--- src/rtl/xp_pkg.sv ---
package xp_pkg;
    localparam int EXP_W   = 16;
    localparam int MAN_W   = 64;
    localparam int VAL_W   = EXP_W + MAN_W;
    localparam int DW      = 32;
    localparam int OFF_W   = 4;
    // byte offsets of the fields inside the 12-byte image
    localparam int OFF_PAD = EXP_W / 8;
    localparam int OFF_MHI = 2 * (EXP_W / 8);
    localparam int OFF_MLO = OFF_MHI + DW / 8;
    localparam int IMG_BYTES = OFF_MLO + DW / 8;

    localparam logic [1:0] AM_PLAIN = 2'b00;
    localparam logic [1:0] AM_POST  = 2'b01;
    localparam logic [1:0] AM_PRE   = 2'b10;

    typedef enum logic {S_IDLE, S_BUS} seq_state_t;

    typedef struct packed {
        logic [OFF_W-1:0] off;
        logic             wide;
        logic [DW-1:0]    wdata;
        logic             last;
    } beat_t;
endpackage

--- src/rtl/xp_addr_unit.sv ---
module xp_addr_unit
    import xp_pkg::*;
#(
    parameter int AW = 32
) (
    input  logic [AW-1:0] areg,
    input  logic [1:0]    mode,
    output logic [AW-1:0] base,
    output logic [AW-1:0] areg_next,
    output logic          mode_ok
);
    localparam logic [AW-1:0] STEP = AW'(IMG_BYTES);

    always_comb begin
        base      = areg;
        areg_next = areg;
        mode_ok   = 1'b1;
        unique case (mode)
            AM_PLAIN: ;
            AM_POST:  areg_next = areg + STEP;
            AM_PRE: begin
                base      = areg - STEP;
                areg_next = areg - STEP;
            end
            default:  mode_ok = 1'b0;
        endcase
    end
endmodule

--- src/rtl/xp_beat_plan.sv ---
module xp_beat_plan
    import xp_pkg::*;
(
    input  logic             is_store,
    input  logic [1:0]       idx,
    input  logic [VAL_W-1:0] value,
    output beat_t            beat
);
    logic [1:0] step;

    // loads skip the pad step: 0 -> 0, 1 -> 2, 2 -> 3
    always_comb begin
        if (is_store || idx == 2'd0) step = idx;
        else                          step = idx + 2'd1;
    end

    always_comb begin
        beat = '0;
        unique case (step)
            2'd0: begin
                beat.off   = OFF_W'(0);
                beat.wdata = DW'(value[VAL_W-1 -: EXP_W]);
            end
            2'd1: begin
                beat.off   = OFF_W'(OFF_PAD);
                beat.wdata = '0;
            end
            2'd2: begin
                beat.off   = OFF_W'(OFF_MHI);
                beat.wide  = 1'b1;
                beat.wdata = value[MAN_W-1 -: DW];
            end
            default: begin
                beat.off   = OFF_W'(OFF_MLO);
                beat.wide  = 1'b1;
                beat.wdata = value[DW-1:0];
                beat.last  = 1'b1;
            end
        endcase
    end
endmodule

--- src/rtl/xp_mem_sequencer.sv ---
module xp_mem_sequencer
    import xp_pkg::*;
#(
    parameter int AW = 32
) (
    input  logic             clk,
    input  logic             rst_n,
    input  logic             start,
    input  logic             dir_store,
    input  logic [1:0]       mode,
    input  logic [AW-1:0]    areg_in,
    input  logic [VAL_W-1:0] store_val,
    output logic             bus_req,
    output logic             bus_we,
    output logic             bus_size32,
    output logic [AW-1:0]    bus_addr,
    output logic [DW-1:0]    bus_wdata,
    input  logic             bus_ack,
    input  logic [DW-1:0]    bus_rdata,
    output logic             done,
    output logic             err,
    output logic [AW-1:0]    areg_out,
    output logic [VAL_W-1:0] load_val
);
    typedef struct packed {
        seq_state_t       st;
        logic             store;
        logic [1:0]       idx;
        logic [AW-1:0]    base;
        logic [AW-1:0]    nareg;
        logic [VAL_W-1:0] val;
        logic             done;
        logic             err;
    } regs_t;

    regs_t r_d, r_q;

    logic [AW-1:0] base_w, nareg_w;
    logic          mode_ok_w;
    beat_t         beat_w;
    logic          busy_w;

    xp_addr_unit #(.AW(AW)) u_addr (
        .areg      (areg_in),
        .mode      (mode),
        .base      (base_w),
        .areg_next (nareg_w),
        .mode_ok   (mode_ok_w)
    );

    xp_beat_plan u_plan (
        .is_store (r_q.store),
        .idx      (r_q.idx),
        .value    (r_q.val),
        .beat     (beat_w)
    );

    assign busy_w = (r_q.st == S_BUS);

    always_comb begin
        r_d      = r_q;
        r_d.done = 1'b0;
        r_d.err  = 1'b0;
        unique case (r_q.st)
            S_IDLE: begin
                if (start) begin
                    if (!mode_ok_w) begin
                        r_d.err = 1'b1;
                    end else begin
                        r_d.st    = S_BUS;
                        r_d.store = dir_store;
                        r_d.idx   = 2'd0;
                        r_d.base  = base_w;
                        r_d.nareg = nareg_w;
                        r_d.val   = dir_store ? store_val : '0;
                    end
                end
            end
            default: begin
                if (bus_ack) begin
                    if (!r_q.store) begin
                        unique case (r_q.idx)
                            2'd0:    r_d.val[VAL_W-1 -: EXP_W] = bus_rdata[EXP_W-1:0];
                            2'd1:    r_d.val[MAN_W-1 -: DW]    = bus_rdata;
                            default: r_d.val[DW-1:0]           = bus_rdata;
                        endcase
                    end
                    if (beat_w.last) begin
                        r_d.st   = S_IDLE;
                        r_d.done = 1'b1;
                    end else begin
                        r_d.idx = r_q.idx + 2'd1;
                    end
                end
            end
        endcase
    end

    always_ff @(posedge clk or negedge rst_n) begin
        if (!rst_n) begin
            r_q <= '{st: S_IDLE, default: '0};
        end else begin
            r_q <= r_d;
        end
    end

    assign bus_req    = busy_w;
    assign bus_we     = busy_w && r_q.store;
    assign bus_size32 = busy_w && beat_w.wide;
    assign bus_addr   = busy_w ? (r_q.base + AW'(beat_w.off)) : '0;
    assign bus_wdata  = (busy_w && r_q.store) ? beat_w.wdata : '0;
    assign done       = r_q.done;
    assign err        = r_q.err;
    assign areg_out   = r_q.done ? r_q.nareg : '0;
    assign load_val   = (r_q.done && !r_q.store) ? r_q.val : '0;

    // a pending transaction is held until acknowledged
    p_hold_r8: assert property (@(posedge clk) disable iff (!rst_n)
        bus_req && !bus_ack |=> bus_req && $stable(bus_addr) && $stable(bus_we)
                                && $stable(bus_size32) && $stable(bus_wdata));

    // the pad halfword is written as zero
    p_pad_zero_r2: assert property (@(posedge clk) disable iff (!rst_n)
        bus_req && bus_we && bus_addr == r_q.base + AW'(OFF_PAD) |-> bus_wdata == '0);

    // a load never touches the pad halfword
    p_no_pad_read_r3: assert property (@(posedge clk) disable iff (!rst_n)
        bus_req && !bus_we |-> bus_addr != r_q.base + AW'(OFF_PAD));

    // a rejected request leaves the bus idle
    p_err_quiet_r11: assert property (@(posedge clk) disable iff (!rst_n)
        err |-> !bus_req && !done);

    // done is a single-cycle pulse following an acknowledge
    p_done_pulse_r9: assert property (@(posedge clk) disable iff (!rst_n)
        done |=> !done);
    p_done_after_ack_r9: assert property (@(posedge clk) disable iff (!rst_n)
        $rose(done) |-> $past(bus_req && bus_ack));

    // no loaded value leaks outside the done cycle
    p_loadval_gate_r4: assert property (@(posedge clk) disable iff (!rst_n)
        !done |-> load_val == '0);
endmodule

--- config.mk ---
export PLATFORM = sky130hd
export DESIGN_NAME = xp_mem_sequencer
export DESIGN_NICKNAME = d
export VERILOG_FILES = /design/src/rtl/xp_pkg.sv /design/src/rtl/xp_addr_unit.sv /design/src/rtl/xp_beat_plan.sv /design/src/rtl/xp_mem_sequencer.sv
export SDC_FILE = /design/constraint.sdc
export NUM_CORES = 1
export LEC_CHECK = 0
export BUFFER_PORTS_ARGS = -buffer_cell sky130_fd_sc_hd__clkbuf_2
export CAP_MARGIN = 10
export CORE_ASPECT_RATIO = 1.75
export CORE_MARGIN = 5
export CORE_UTILIZATION = 55
export CTS_CLUSTER_SIZE = 24
export DETAILED_ROUTE_END_ITERATION = 6
export HOLD_SLACK_MARGIN = 0.03
export PLACE_DENSITY_LB_ADDON = 0.08
export SLEW_MARGIN = 20
export SYNTH_ARGS = -nofsm -noshare
export SYNTH_HDL_FRONTEND = slang
export SYNTH_HIERARCHICAL = 1
export SYNTH_SLANG_ARGS = --single-unit
--- constraint.sdc ---
create_clock -name clk -period 8.05 [get_ports clk]
set_clock_uncertainty 0.15 [all_clocks]
set_input_delay 0.4025 -clock clk [delete_from_list [all_inputs] [get_ports clk]]
set_output_delay 0.4025 -clock clk [all_outputs]
set_load 0.02 [all_outputs]
* Word-level counts from Yosys, hierarchy flattened
Index checks and enable logic that the tools add are counted.
** Operators by class
- $add $sub $neg :: 4
- Equality and inequality tests :: 11
- Multiplexer cells :: 31
- Bitwise gates (word level) :: 1
- Reductions and logical operators :: 19
** Operators with widths (number)
- $mux W80 :: 4
- $mux W148 :: 2
- $mux W32 :: 6
- $pmux W32 S3 :: 1
- $mux W81 :: 1
- $pmux W32 S2 :: 1
- $add A32 B4 Y32 :: 1
- $add A32 B4 Y32 const B :: 1
- $sub A32 B4 Y32 const B :: 1
- $mux W16 :: 1
- $reduce_and A5 Y1 :: 3
- $pmux W4 S3 :: 1
- $mux W1 :: 10
- $mux W2 :: 4
- $ne A2 B2 Y1 const B :: 4
- $eq A2 B1 Y1 const B :: 3
- $logic_not A2 Y1 :: 3
- $reduce_or A3 Y1 :: 2
- $eq A2 B2 Y1 const B :: 2
- $ne A2 B1 Y1 const B :: 2
- $reduce_and A4 Y1 :: 1
- $reduce_bool A2 Y1 :: 2
- $reduce_or A2 Y1 :: 2
- $logic_and A1 B1 Y1 :: 3
- 5 further kinds :: 5
** Storage, ports and cells
- Flip-flop bits (word level) :: 150
- Bits of input ports :: 151
- Output and inout port bits :: 181
- Logic and storage cells :: 76

* Depth between registers and ports, before layout
- Depth after elaboration :: 8
- Mapped depth :: 16
- Gate-level depth less buffers :: 12

* Cells and area by module
The synthesis kept the hierarchy.
** By module, submodules not included
- xp_mem_sequencer :: instances 1, cells each 987, area each 8099.0 µm²
- xp_addr_unit :: instances 1, cells each 397, area each 2473.6 µm²
- xp_beat_plan :: instances 1, cells each 155, area each 1033.5 µm²

* Least setup slack after synthesis
OpenSTA, ideal clock, no wires.
- Path kind :: flip-flop to output port
- Start point :: reg r_q[146] (netlist name)
- End point :: out bus_addr[20]
- Arrival time :: 3406 ps
- Data required time :: 7497 ps
- Setup slack :: 4092 ps
- Cell stages (with the launch flop) :: 16
- Path buffers :: 3
- Cells stage by stage :: dfrtp_1 -> inv_1 -> ha_1 -> o21a_1 -> buf_2 -> nor2_8 -> inv_2 -> buf_6 -> nor2_1 -> inv_1 -> fa_1 -> nand2b_1 -> a21o_1 -> clkbuf_1 -> or4_1 -> a21oi_1
** RTL lines
- from (decl) :: line xp_mem_sequencer.sv:36 : regs_t r_d, r_q;
- from (signal assigned) :: line xp_mem_sequencer.sv:103 : r_q <= r_d;
- to (decl) :: line xp_mem_sequencer.sv:16 : output logic [AW-1:0] bus_addr,

==> reports/results.txt <==
The run finished with clean final reports. The tightest min-delay check is of the primary input to register type. The repair_antennas step left the layout with diodes totalling 0. The share of the Yosys chip area taken by registers is 32.3%. The number of iterations in the first detailed-routing pass was 6. The start-to-end type of the worst setup path was register to primary output.

After detailed routing, the number of remaining DRC violations is 0. After global routing, the most crowded layer is met2. The tools report the data arrival time of the critical path as 4.79 ns. The aggregate routed wire length was 40900 um. The tools report the highest clock rate as 187 MHz.

The run gives 0 as the initial antenna violation count. The number of pins exceeding their max-slew limit in the final report came out at 0. In this run the most critical hold path is launched from areg_in[0]. In this run switching power makes up 49.2% of total power.

At the end of routability-driven placement, the weighted congestion stood at 0.958. The overall fraction of global-route tracks in use is 32.5%, and the post-place instance area is 13000 um^2. Global routing consumed, on the met3 layer, 4.65% of the routing resources. Including well taps, the total number of placed cells is 1976.

The global routing met2 resource utilization was 60.2%; the net count after synthesis was 1704. Final hold analysis gives a worst-case slack of 0.0519 ns. The number of buffer cells added on primary ports was 331; the post-CTS resize count was 0. For this design the static power due to leakage is 6.46 nW. Critical-path maximum fanout: 34.

The most used flip-flop cell after synthesis is dfrtp_1. The Yosys step of the flow raised 6 warnings. The floorplan step set the die width to 120 um.

The total power divided by cell area is 346 nW/um^2, and the first-pass GRT wire length is 63200 um. For this run, the post-layout net count is 1912. By area the synthesized netlist is led by dfrtp_1 (32%), nand2_1 (8.4%), a21oi_1 (6.9%).

For the H-tree level count, the log shows 4. After floorplanning, the core was divided into 70 placement rows. The highest cell delay on the worst timing path was 0.96 ns. The initial DRC count was 1331; the register bit count reported by yosys was 150. The layout cell share with drive strength beyond 1 came out at 24.0%. Tracing the worst setup path back leads to its startpoint at r_q[146]. The effective utilization at floorplan is 55.7%, and the number of global-route vias before repair is 11762. Setup repair after global routing left no endpoint under its margin. The core region is 20800 um^2. The worst path needs 5.34 ns of the cycle, external delays included. Part of the total power dissipated in combinational logic: 51.8%. Adding up every negative setup slack in the final design gives 0 ns. In this run the remaining antenna-violating nets after routing total 0.

Excluding fillers, the count of instances in the completed layout stands at 2012. The total vias in the final route is 12618. The area growth from synthesis to layout is 18.0%.

The number of standard cells after synthesis is 1539, and the count of flip-flops with a built-in enable after synthesis is 0. The clock transition at the registers of the reported paths was 0.06 ns; the number of buffer and inverter instances along the worst setup path was 3. The top cell type's share of synthesized area was 32.3%. The peak supply drop was 0.188 mV. The slew at the pin closest to its max-slew limit was 1.15 ns. The number of endpoints failing setup at the final stage was 0. Detail-routed net length per standard cell: 20.3 um.

Dominant cell type by area after synthesis: dfrtp_1. After synthesis, the share of flip-flops with an asynchronous set or reset is 100%. The number of buffers inserted during clock tree synthesis came out at 17. In this run the cell area of the synthesized design comes to 11600 um^2. In this run the power spent charging and discharging nets is 2.33 mW.

The worst register-to-register path begins at bus_req. The data required time of the worst path was 7.50 ns. 332 I/O pins were placed. The internal power of the cells totals 2.41 mW. The share of the cycle needed by the critical path after routing was 66.3%.

The clock net in this run drives a total of 150 sinks. Floorplan die area: 24200 um^2. STA classifies the critical path endpoint as a primary output.

Once layout is done, the placed cells without fillers occupy 13700 um^2. For the worst-skew pair, the clock arrives at the later sink with an insertion delay of 0.43 ns. Max-cap violations in this run came to 0.

The number of different library cells used by synthesis comes to 82. Root buffer cell: clkbuf_16. TritonCTS built the clock tree. For the share of total power in the clock network, the log shows 17.1%. At the placement stage, the worst setup path has a slack of 2.95 ns. The tools report the number of failing hold endpoints at the final stage as 0. The largest individual stage delay along the critical path comes from the cell o21a_1. In this run the tightest slew margin relative to its limit is 23.6%. The fraction of power consumed by sequential logic is 31.1%, and the average footprint of a synthesized cell is 7.54 um^2. Global routing consumed, on the met1 layer, 35.2% of the routing resources. The number of vias per cell is 6.27. In this run the deepest clock path goes through 2 buffers.

In this run the vertical extent of the chip is 202 um. Summed over all nets, the half-perimeter wirelength after detailed placement is 29700 um. The critical path goes through inv_1, ha_1, o21a_1, nor2_1, nor2_1, inv_1, fa_1, nand2b_1, a21o_1, or4_1, a21oi_1, clkbuf_2.

The run gives 2.71 ns as the worst-case setup margin in the final layout. Entering global routing, the biggest net connects 82 pins. Among cell families on the critical path, the largest total delay comes from compound AO/OA/AOI/OAI gates.

STA classifies the critical path startpoint as a register. Summed over all layers, the global routing overflow is 0.
-- cells by family (layout without fill, tap and decap cells) --
group / Yosys count / after routing / synth area share (%)
and+or+nand+nor: 731 / 731 / 32.4
AOI/OAI and AO/OA: 412 / 412 / 23.0
buffers and inverters: 186 / 407 / 7.10
DFF: 150 / 150 / 32.3
xor gates and xnor gates: 31 / 31 / 2.34
adders and majority gates: 14 / 14 / 1.57
muxes: 14 / 14 / 1.26
other: 1 / 1 / 0.0323
-- final timing paths --
path	end	slack [ns]	depth (start not counted)
min in group asynchronous	r_q[14]	0.40	2
hold reg to reg	r_q[92]	0.32	2
max in group asynchronous	bus_req	5.82	3
setup reg to reg	r_q[68]	4.72	6
setup / recovery	bus_addr[28]	2.71	12
hold / removal	r_q[82]	0.05	3
-- worst min-delay path, delay by kind of cell --
family	cells	cell delay [ns]
buffers and inverters	1	0.10
AND/OR/NAND/NOR	2	0.10
-- synthesized netlist by cell type, drive strengths merged, types with 24 or more instances --
| cell type | number |
|---|---|
| inv | 24 |
| and2 | 124 |
| and3 | 58 |
| nor2 | 96 |
| a22oi | 36 |
| buf | 57 |
| nand2 | 260 |
| nand4 | 25 |
| o31ai | 31 |
| dfrtp | 150 |
| o21ai | 70 |
| nand3 | 63 |
| clkbuf | 105 |
| a21oi | 159 |
-- cell type report --
| type | instances | area, um^2 |
|---|---|---|
| clock buffers | 18 | 439 |
| clock inverters | 14 | 150 |
| fillers | 1908 | 7150 |
| inverters | 24 | 90.1 |
| multi-input cells | 1203 | 7100 |
| flip-flops and latches | 150 | 3750 |
| well taps | 252 | 315 |
| repair buffers | 351 | 1850 |
-- power groups by stage --
stage	clock [mW]	sequential [mW]	combinational, mW
2_1_floorplan	0	1.30	1.79
3_3_place_gp	0	1.46	2.34
3_5_place_dp	0	1.47	2.40
4_1_cts	0.818	1.46	2.41
5_1_grt	0.848	1.51	2.68
6_report	0.809	1.48	2.45
-- sequential cells by signal (all words and copies together) (netlist names) --
name and count:
r_q 147, bus_req 1, done 1, err 1
-- layout by cell type, fill, tap and decap left out, drive strengths merged, types with 5 or more instances in the layout --
cell / Yosys / routed
a211oi: 5 / 5
a21o: 6 / 6
a21oi: 159 / 159
a221o: 6 / 6
a22oi: 36 / 36
a31oi: 8 / 8
and2: 124 / 124
and3: 58 / 58
and4: 9 / 9
buf: 57 / 19
clkbuf: 105 / 348
clkinv: 0 / 6
dfrtp: 150 / 150
ha: 13 / 13
inv: 24 / 27
mux2: 5 / 5
mux2i: 9 / 9
nand2: 260 / 260
nand2b: 7 / 7
nand3: 63 / 63
nand4: 25 / 25
nor2: 96 / 96
nor3: 21 / 21
nor4: 13 / 13
o2111ai: 16 / 16
o211ai: 20 / 20
o21a: 6 / 6
o21ai: 70 / 70
o221ai: 19 / 19
o31ai: 31 / 31
or3: 10 / 10
or4: 23 / 23
xnor2: 23 / 23
xor2: 8 / 8
-- per-layer routing --
layer	wire length (um)	part of all wire, %	vias up
met5	0	0	-
met1	14400	35	5955
met4	2250	5.5	0
met2	21800	53	635
li1	-	-	5885
met3	2450	6.0	143
-- per-stage QoR --
step	total power [mW]	utilization, %
2_1_floorplan	3.09	-
3_3_place_gp	3.80	62.5
3_5_place_dp	3.87	62.5
4_1_cts	4.69	65.5
5_1_grt	5.03	65.7
6_report	4.74	65.7
-- what timing repair did --
action | 4_1_cts | 5_1_grt
hold endpoints to repair | 78 | 0
setup buffers | 0 | 0
hold buffers | 2 | 0
Power figures use the tool's default switching activity.
